File: src/rtl/exec_redirect_gen.sv
module exec_redirect_gen #(
  parameter int NTHREADS   = 2,
  parameter int NCOMP      = 3,
  parameter int SEQW       = 16,
  parameter int PCW        = 32,
  parameter int INST_BYTES = 4,
  parameter int CNTW       = 16,
  localparam int TIDW      = (NTHREADS > 1) ? $clog2(NTHREADS) : 1
) (
  input  logic                            clk,
  input  logic                            rst,
  input  logic [NCOMP-1:0]                cmp_valid,
  input  logic [NCOMP-1:0]                cmp_squashed,
  input  logic [NCOMP-1:0][TIDW-1:0]      cmp_tid,
  input  logic [NCOMP-1:0][SEQW-1:0]      cmp_seq,
  input  logic [NCOMP-1:0][PCW-1:0]       cmp_pc,
  input  logic [NCOMP-1:0][PCW-1:0]       cmp_npc,
  input  logic [NCOMP-1:0]                cmp_pred_taken,
  input  logic [NCOMP-1:0]                cmp_mispred,
  input  logic [NCOMP-1:0]                cmp_ord_viol,
  input  logic [NCOMP-1:0]                cmp_ld_blocked,
  input  logic [NTHREADS-1:0]             ld_blk_done,
  output logic [NTHREADS-1:0]             rq_valid,
  output logic [NTHREADS-1:0][SEQW-1:0]   rq_seq,
  output logic [NTHREADS-1:0]             rq_incl,
  output logic [NTHREADS-1:0][PCW-1:0]    rq_target,
  output logic [NTHREADS-1:0][PCW-1:0]    rq_bad_pc,
  output logic [NTHREADS-1:0]             rq_taken,
  output logic [NTHREADS-1:0]             rq_mispred,
  output logic [NTHREADS-1:0]             rq_ld_handled,
  output logic [CNTW-1:0]                 mis_pt_cnt,
  output logic [CNTW-1:0]                 mis_pnt_cnt
);

  logic [NTHREADS-1:0]           claimed;
  logic [NTHREADS-1:0]           n_valid, n_incl, n_taken, n_mispred, n_handled;
  logic [NTHREADS-1:0][SEQW-1:0] n_seq;
  logic [NTHREADS-1:0][PCW-1:0]  n_target, n_bad_pc;
  logic [CNTW-1:0]               n_pt, n_pnt;
  logic [NCOMP-1:0]              live, was_taken;

  for (genvar c = 0; c < NCOMP; c++) begin : g_slot
    assign live[c]      = cmp_valid[c] & ~cmp_squashed[c];
    assign was_taken[c] = cmp_npc[c] != (cmp_pc[c] + PCW'(INST_BYTES));
  end

  always_comb begin
    claimed   = '0;
    n_valid   = '0;
    n_incl    = '0;
    n_taken   = '0;
    n_mispred = '0;
    n_handled = '0;
    n_seq     = '0;
    n_target  = '0;
    n_bad_pc  = '0;
    n_pt      = '0;
    n_pnt     = '0;
    for (int c = 0; c < NCOMP; c++) begin
      for (int t = 0; t < NTHREADS; t++) begin
        if (live[c] && cmp_tid[c] == TIDW'(t) && !claimed[t]) begin
          if (cmp_mispred[c]) begin
            claimed[t]   = 1'b1;
            n_valid[t]   = 1'b1;
            n_mispred[t] = 1'b1;
            n_seq[t]     = cmp_seq[c];
            n_target[t]  = cmp_npc[c];
            n_bad_pc[t]  = cmp_pc[c];
            n_taken[t]   = was_taken[c];
            if (cmp_pred_taken[c]) n_pt  = n_pt + CNTW'(1);
            else                   n_pnt = n_pnt + CNTW'(1);
          end else if (cmp_ord_viol[c]) begin
            claimed[t]  = 1'b1;
            n_valid[t]  = 1'b1;
            n_seq[t]    = cmp_seq[c];
            n_target[t] = cmp_npc[c];
          end else if (cmp_ld_blocked[c] && !ld_blk_done[t]) begin
            claimed[t]   = 1'b1;
            n_valid[t]   = 1'b1;
            n_incl[t]    = 1'b1;
            n_handled[t] = 1'b1;
            n_seq[t]     = cmp_seq[c];
            n_target[t]  = cmp_pc[c];
          end
        end
      end
    end
  end

  always_ff @(posedge clk) begin
    if (rst) begin
      rq_valid      <= '0;
      rq_incl       <= '0;
      rq_taken      <= '0;
      rq_mispred    <= '0;
      rq_ld_handled <= '0;
      rq_seq        <= '0;
      rq_target     <= '0;
      rq_bad_pc     <= '0;
      mis_pt_cnt    <= '0;
      mis_pnt_cnt   <= '0;
    end else begin
      rq_valid      <= n_valid;
      rq_incl       <= n_incl;
      rq_taken      <= n_taken;
      rq_mispred    <= n_mispred;
      rq_ld_handled <= n_handled;
      rq_seq        <= n_seq;
      rq_target     <= n_target;
      rq_bad_pc     <= n_bad_pc;
      mis_pt_cnt    <= mis_pt_cnt + n_pt;
      mis_pnt_cnt   <= mis_pnt_cnt + n_pnt;
    end
  end

  AST_DEAD_SLOTS_QUIET: assert property (@(posedge clk) disable iff (rst)
    ((cmp_valid & ~cmp_squashed) == '0) |=> (rq_valid == '0));

  AST_COUNT_TRACKS_MISPRED: assert property (@(posedge clk) disable iff (rst)
    (CNTW'(mis_pt_cnt + mis_pnt_cnt - $past(mis_pt_cnt) - $past(mis_pnt_cnt))
      == CNTW'($countones(rq_valid & rq_mispred))));

  for (genvar t = 0; t < NTHREADS; t++) begin : g_chk
    AST_HANDLED_IS_INCL: assert property (@(posedge clk) disable iff (rst)
      rq_ld_handled[t] |-> (rq_valid[t] && rq_incl[t] && !rq_mispred[t]));
    AST_MISPRED_EXCLUDES: assert property (@(posedge clk) disable iff (rst)
      rq_mispred[t] |-> (rq_valid[t] && !rq_incl[t]));
    AST_TAKEN_NEEDS_MISPRED: assert property (@(posedge clk) disable iff (rst)
      rq_taken[t] |-> rq_mispred[t]);
    AST_IDLE_FIELDS_ZERO: assert property (@(posedge clk) disable iff (rst)
      !rq_valid[t] |-> (rq_seq[t] == '0 && rq_target[t] == '0 && !rq_incl[t]));
  end

endmodule

File: config.mk
export PLATFORM = sky130hd
export DESIGN_NAME = exec_redirect_gen
export DESIGN_NICKNAME = d
export VERILOG_FILES = /design/src/rtl/exec_redirect_gen.sv
export SDC_FILE = /design/constraint.sdc
export NUM_CORES = 1
export LEC_CHECK = 0
export ABC_CLOCK_PERIOD_IN_PS = 10740
export CAP_MARGIN = 0
export CORE_AREA = 2 2 180 182
export CTS_CLUSTER_SIZE = 12
export DETAILED_ROUTE_END_ITERATION = 8
export DIE_AREA = 0 0 182 184
export PLACE_DENSITY = 0.75
export SLEW_MARGIN = 20
export SYNTH_ARGS = -nofsm -noshare
export SYNTH_HDL_FRONTEND = slang
export SYNTH_SLANG_ARGS = --single-unit
File: constraint.sdc
create_clock -name clk -period 10.74 [get_ports clk]
set_input_delay 2.148 -clock clk [delete_from_list [all_inputs] [get_ports clk]]
set_output_delay 2.148 -clock clk [all_outputs]
set_load 0.02 [all_outputs]
==> reports/qor.yml, run 1 <==
netlist_instances: 1584
yosys_warnings: 0
wirelength_um: 58700
dr.pass1.iters: 9
ant_nets: 0
grt.total_usage_pct: 33.8
setup_tns_ns: 0
arrival_ns: 8.31
placed_cell_area_um2: 17700
p_int_mw: 1.37
wl_per_cell_um: 24.9
dp_hpwl_um: 43000
n_fill_cell: 2811
cp_max_fo: 38
antenna_found_initial: 2
drc: 29
worstSetupEndpointType: "register"
postCtsSetupBuffers: 0
rsz0062_at_grt: "no"
path_common_cell: "ha_1"
slowest_delay_ns: 0.95
cts-resized-gates: 0
power.density_nw_per_um2: 109
drt_iter0_drc: 1887
switching_share_pct: 31.5
crit_type: "in2reg"
critPathSlowestCell: "nor2_4"
total_leakage_power_nw: 6.56
overflow: 0
ir_worst_vdd_mv: 0.103
grt_pass1_wl_um: 87400
drive_gt1_share_pct: 4.61
clkPwrFrac_pct: 34.2
whs_ns: 0.531
finalMaxSlewViolations: 0
violations: "design-rule violations"
hold_buffers: 0
hold_class: "reg2reg"
pwr-share-comb_pct: 26.7
synthFlopType: "dfxtp_1"
fin_crit_ns: 7.99
vias: 15200
async_flop_share_pct: 0
via_per_inst: 6.43
path_cells: "clkdlybuf4s50_1, nand3b_1, nor2_4, a21o_1, ha_1, mux2_2, ha_1, o22a_1, o22a_1, ha_1, mux2i_1, inv_1, ha_1, mux2_2, ha_1, a21o_1, a21oi_1, o21bai_1, a21o_1, a21oi_1, and4b_1, xnor2_1, nor2_1"
avgSynthCellArea_um2: 8.19
num_rows: 65
io_pins: 467
crit_required_ns: 11.06
clock_latency_ns: 0.47
grt_pass1_vias: 14700
drv_cap: 0
p_sw_uw: 630
synth_edf_count: 0
stdcell_area_um2: 18400
clk_pin_slew_ns: 0.08
die-area_um2: 33500
cts_sinks: 200
area_growth_pct: 41.5
cts_buffer_depth: 2
period_share_pct: 74.4
synth_seq_cells: 200
port-buffer-count: 466
numCtsBuffers: 17
nNetsFinal: 2232
status: "finished with violations"
die-height_um: 184
setup_viol: 0
coreArea_um2: 31400
timing.slew.headroom_pct: 21.4
grt_max_degree: 109
worst_pin_slew_ns: 1.18
cts_tree: "done"
initial_core_util_pct: 41.3
gp_congestion: 0.911
finalHoldViolCount: 0
fmax_ghz: 0.125
dieWidth_um: 182
worst_setup_path_start_kind: "input pin"
synth_area_um2: 13000
yosysSeqAreaShare_pct: 30.9
synthDistinctLibCells: 81
htreeDepth: 4
root_buffer: "clkbuf_16"
clock-skew-final_ns: 0.00461
power_frac_seq_pct: 39.2
## synth_stat cells, types with 24 or more instances
library cell,number,area share [%]
a221oi_1,44,3.0
a222oi_1,96,7.4
a22oi_1,67,3.9
nor2_1,239,6.9
ha_1,25,2.4
xor2_1,72,4.9
xnor2_1,79,5.3
a21oi_1,85,3.3
nand2_1,52,1.5
clkbuf_1,127,3.7
mux2i_1,41,3.2
nand3_1,31,1.2
dfxtp_1,200,31
o22ai_1,48,2.3
nand4_1,34,1.6
nor2b_1,24,1.2
## kinds of logic after synthesis
| kind of cell | synth area share (%) |
|---|---|
| xor gates and xnor gates | 10.2 |
| and+or+nand+nor | 20.3 |
| AOI/OAI and AO/OA | 26.6 |
| muxes | 3.80 |
| buffers and inverters | 5.42 |
| DFF | 30.9 |
| other | 0.0289 |
| adders and majority gates | 2.72 |
## power by group through the flow
| stage | Clock, mW | Sequential [mW] | Combinational (mW) |
|---|---|---|---|
| after global routing | 0.716 | 0.785 | 0.564 |
| after CTS | 0.687 | 0.783 | 0.523 |
| after detailed placement | 0 | 0.800 | 0.520 |
| after floorplan | 0 | 0.833 | 0.229 |
| final | 0.682 | 0.782 | 0.533 |
| after global placement | 0 | 0.800 | 0.513 |
## final cells by class
| cell class | count | area (um^2) | share of cell area (%) |
|---|---|---|---|
| multi-input combinational | 1210 | 8330 | 45.4 |
| timing repair buffer | 488 | 4830 | 26.3 |
| sequential | 200 | 4000 | 21.8 |
| tap | 402 | 503 | 2.74 |
| clock buffer | 20 | 447 | 2.43 |
| clock inverter | 12 | 151 | 0.824 |
| inverter | 23 | 86.3 | 0.470 |
| antenna | 2 | 5.00 | 0.0273 |
## path summary, 6_finish.rpt
kind,from,end,slack [ns],depth (start not counted)
min reg2reg,mis_pt_cnt[15],mis_pt_cnt[15],0.53,2
max,cmp_squashed[0],mis_pnt_cnt[11],2.75,23
min,mis_pt_cnt[15],mis_pt_cnt[15],0.53,2
max reg2reg,mis_pnt_cnt[0],mis_pnt_cnt[14],8.44,10
## critical path: cells and delay by family
family	cells	cell delay (ns)
multiplexers	3	0.76
AND/OR/NAND/NOR	4	1.56
AO/OA/AOI/OAI	8	1.78
buffers and inverters	2	0.50
XOR/XNOR	1	0.13
adder cells (fa/ha/maj)	5	1.44
## metrics by stage
step / std cells / setup WS, ns / power, mW / utilization (%)
after floorplan: 1587 / 3.54 / 1.06 / -
after global placement: 2323 / 2.48 / 1.31 / 56.5
after detailed placement: 2323 / 2.29 / 1.32 / 56.5
after CTS: 2355 / 2.77 / 1.99 / 58.4
after global routing: 2357 / 2.38 / 2.07 / 58.5
final: 2357 / 2.75 / 2.00 / 58.5
## sequential cells by signal, summed over array words and instances (netlist names)
name,flops
mis_pnt_cnt,16
mis_pt_cnt,16
rq_bad_pc,64
rq_ld_handled,2
rq_mispred,2
rq_seq,32
rq_taken,2
rq_target,64
rq_valid,2
## routing by layer
| layer | track usage [%] | routed length (um) |
|---|---|---|
| met3 | 7.81 | 6170 |
| met4 | 14.0 | 2030 |
| met1 | 42.4 | 23200 |
| met2 | 56.1 | 27300 |
| met5 | 0 | 0 |
## layout by cell type, fill, tap and decap left out, types with 5 or more instances in the layout
cell type	n
a22o_1	15
nor2b_1	24
nand2_1	52
a21oi_1	85
o21ai_0	21
ha_1	25
nand2b_1	8
nand4b_1	6
xor2_1	72
a221oi_1	44
a2111oi_0	5
a211oi_1	7
nor3b_1	13
xnor2_1	79
a21o_1	9
dfxtp_1	200
inv_1	23
nand3_1	31
nor2_4	5
nand4_1	34
a22oi_1	67
nor3_1	21
nor4_1	12
o22ai_1	48
o31ai_1	7
o21bai_1	6
mux2_2	6
and4_1	16
nor2_1	232
a31oi_1	13
and2_1	11
a222oi_1	96
inv_6	5
and3_1	23
buf_4	21
nor2_2	5
clkbuf_16	17
mux2i_1	41
clkdlybuf4s50_1	465
(Power assumes the default switching activity.)
==> inputs of run 2 (changes only) <==
==> config.mk (replaced) <==
export PLATFORM = sky130hd
export DESIGN_NAME = exec_redirect_gen
export DESIGN_NICKNAME = d
export VERILOG_FILES = /design/src/rtl/exec_redirect_gen.sv
export SDC_FILE = /design/constraint.sdc
export NUM_CORES = 1
export LEC_CHECK = 0
export ABC_CLOCK_PERIOD_IN_PS = 6700
export CAP_MARGIN = 0
export CORE_MARGIN = 2
export CORE_UTILIZATION = 42
export CTS_CLUSTER_SIZE = 12
export DETAILED_ROUTE_END_ITERATION = 8
export PLACE_DENSITY = 0.79
export SLEW_MARGIN = 20
export SYNTH_ARGS = -nofsm -noshare
export SYNTH_HDL_FRONTEND = slang
export SYNTH_SLANG_ARGS = --single-unit
==> constraint.sdc (replaced) <==
create_clock -name clk -period 6.7 [get_ports clk]
set_input_delay 1.34 -clock clk [delete_from_list [all_inputs] [get_ports clk]]
set_output_delay 1.34 -clock clk [all_outputs]
set_load 0.02 [all_outputs]
==> reports/qor.yml, run 2 (same netlist as run 1, synthesis figures left out) <==
grt_pass1_vias: 15300
placed_cell_area_um2: 18000
htreeDepth: 4
drv_cap: 0
die-height_um: 180
fin_cells: 2385
grt_pass1_wl_um: 89100
power.density_nw_per_um2: 174
clock-skew-final_ns: 0.00825
top_layer: "met4"
reg2reg_depth: 10
port-buffer-count: 466
cts_sinks: 200
dp.cells: 2348
drc: 11
drt_iter0_drc: 2402
place_ws_ns: -0.368
overflow: 0
drive_gt1_share_pct: 6.70
rsz0062_at_grt: "yes"
setup_viol: 0
setup_tns_ns: 0
worst_setup_path_start_kind: "input pin"
hold_class: "reg2reg"
num_rows: 64
clock_latency_ns: 0.46
fmax_ghz: 0.157
stdcell_area_um2: 18700
numCtsBuffers: 17
worstSetupEndpointType: "register"
ir_worst_vdd_mv: 0.146
nNetsFinal: 2263
cts_tree: "done"
coreArea_um2: 30500
worst-path-stages: 26
die-area_um2: 32300
finish.utilization_pct: 61.2
regArea_um2: 4000
cp_top_family: "adder cells"
worst_pin_slew_ns: 1.11
dieWidth_um: 180
fin_crit_ns: 6.39
setup_ws_ns: 0.314
critPathSlowestCell: "clkdlybuf4s50_1"
grt_max_degree: 139
via_per_inst: 6.53
arrival_ns: 6.70
total_leakage_power_nw: 6.74
crit_required_ns: 7.01
cp_max_fo: 4
multi_input_area_um2: 8370
gp_congestion: 0.953
finalMaxSlewViolations: 0
cts_buffer_depth: 2
final_cell_mix: "clkdlybuf4s50_1, nor2_1, dfxtp_1"
path_common_cell: "ha_1"
initial_core_util_pct: 42.5
met1_length_um: 22400
worstPathBufferInverterCount: 3
io_pins: 467
wl_met2_um: 26800
final_common_cell: "clkdlybuf4s50_1"
slowest_delay_ns: 0.47
crit_type: "in2reg"
finalHoldViolCount: 0
violations: "design-rule violations"
period_share_pct: 95.3
postCtsSetupBuffers: 0
ant_nets: 0
root_buffer: "clkbuf_16"
n_fill_cell: 2633
antenna_found_initial: 6
timing.slew.headroom_pct: 26.1
whs_ns: 0.533
area_growth_pct: 43.9
hold_buffers: 0
wl_per_cell_um: 25.0
wirelength_um: 59500
dr.pass1.iters: 9
vias: 15600
dr_wl_met3_um: 7050
finalPower_mw: 3.26
top_regs: "rq_bad_pc (64), rq_target (64), rq_seq (32)"
clk_pin_slew_ns: 0.09
grt.total_usage_pct: 35.1
status: "finished with violations"
worstHoldPathCells: 2
dp_hpwl_um: 43700
==> run 2: report_power, final <==
group          internal (mW)  switching [mW]  leakage, nW  total [mW]
registers               1.23          0.0216         1.63        1.25
logic                  0.396           0.474         4.81       0.871
clock network          0.552           0.579        0.309        1.13
==> run 2: timing repair <==
item	CTS	global route
setup endpoints to repair	0	19
hold endpoints to repair	0	0
resized for setup	0	10
==> run 2: cell type report <==
class	count	share of cell area (%)
Timing Repair Buffer	519	27.1
Clock inverter	15	1.13
Inverter	23	0.462
Multi-Input combinational cell	1210	44.8
Tap cell	396	2.65
Sequential cell	200	21.4
Clock buffer	17	2.28
Antenna cell	5	0.0670
==> run 2: final timing paths <==
path | slack, ns | to | startpoint
hold / removal | 0.53 | mis_pnt_cnt[15] | mis_pnt_cnt[15]
hold reg to reg | 0.53 | mis_pnt_cnt[15] | mis_pnt_cnt[15]
setup / recovery | 0.31 | mis_pnt_cnt[14] | cmp_valid[0]
setup reg to reg | 4.48 | mis_pnt_cnt[14] | mis_pnt_cnt[0]
==> run 2: tightest hold or removal path, delay by kind of cell (launching register included) <==
kind | cells | cell delay [ns]
xor+xnor | 1 | 0.08
flops | 1 | 0.35
simple gates | 1 | 0.07
==> run 2: layer usage <==
layer,GRT usage (%),up-vias
met4,19.9,0
met5,0,-
met1,43.1,7333
met2,56.2,1215
li1,-,6788
met3,8.45,241
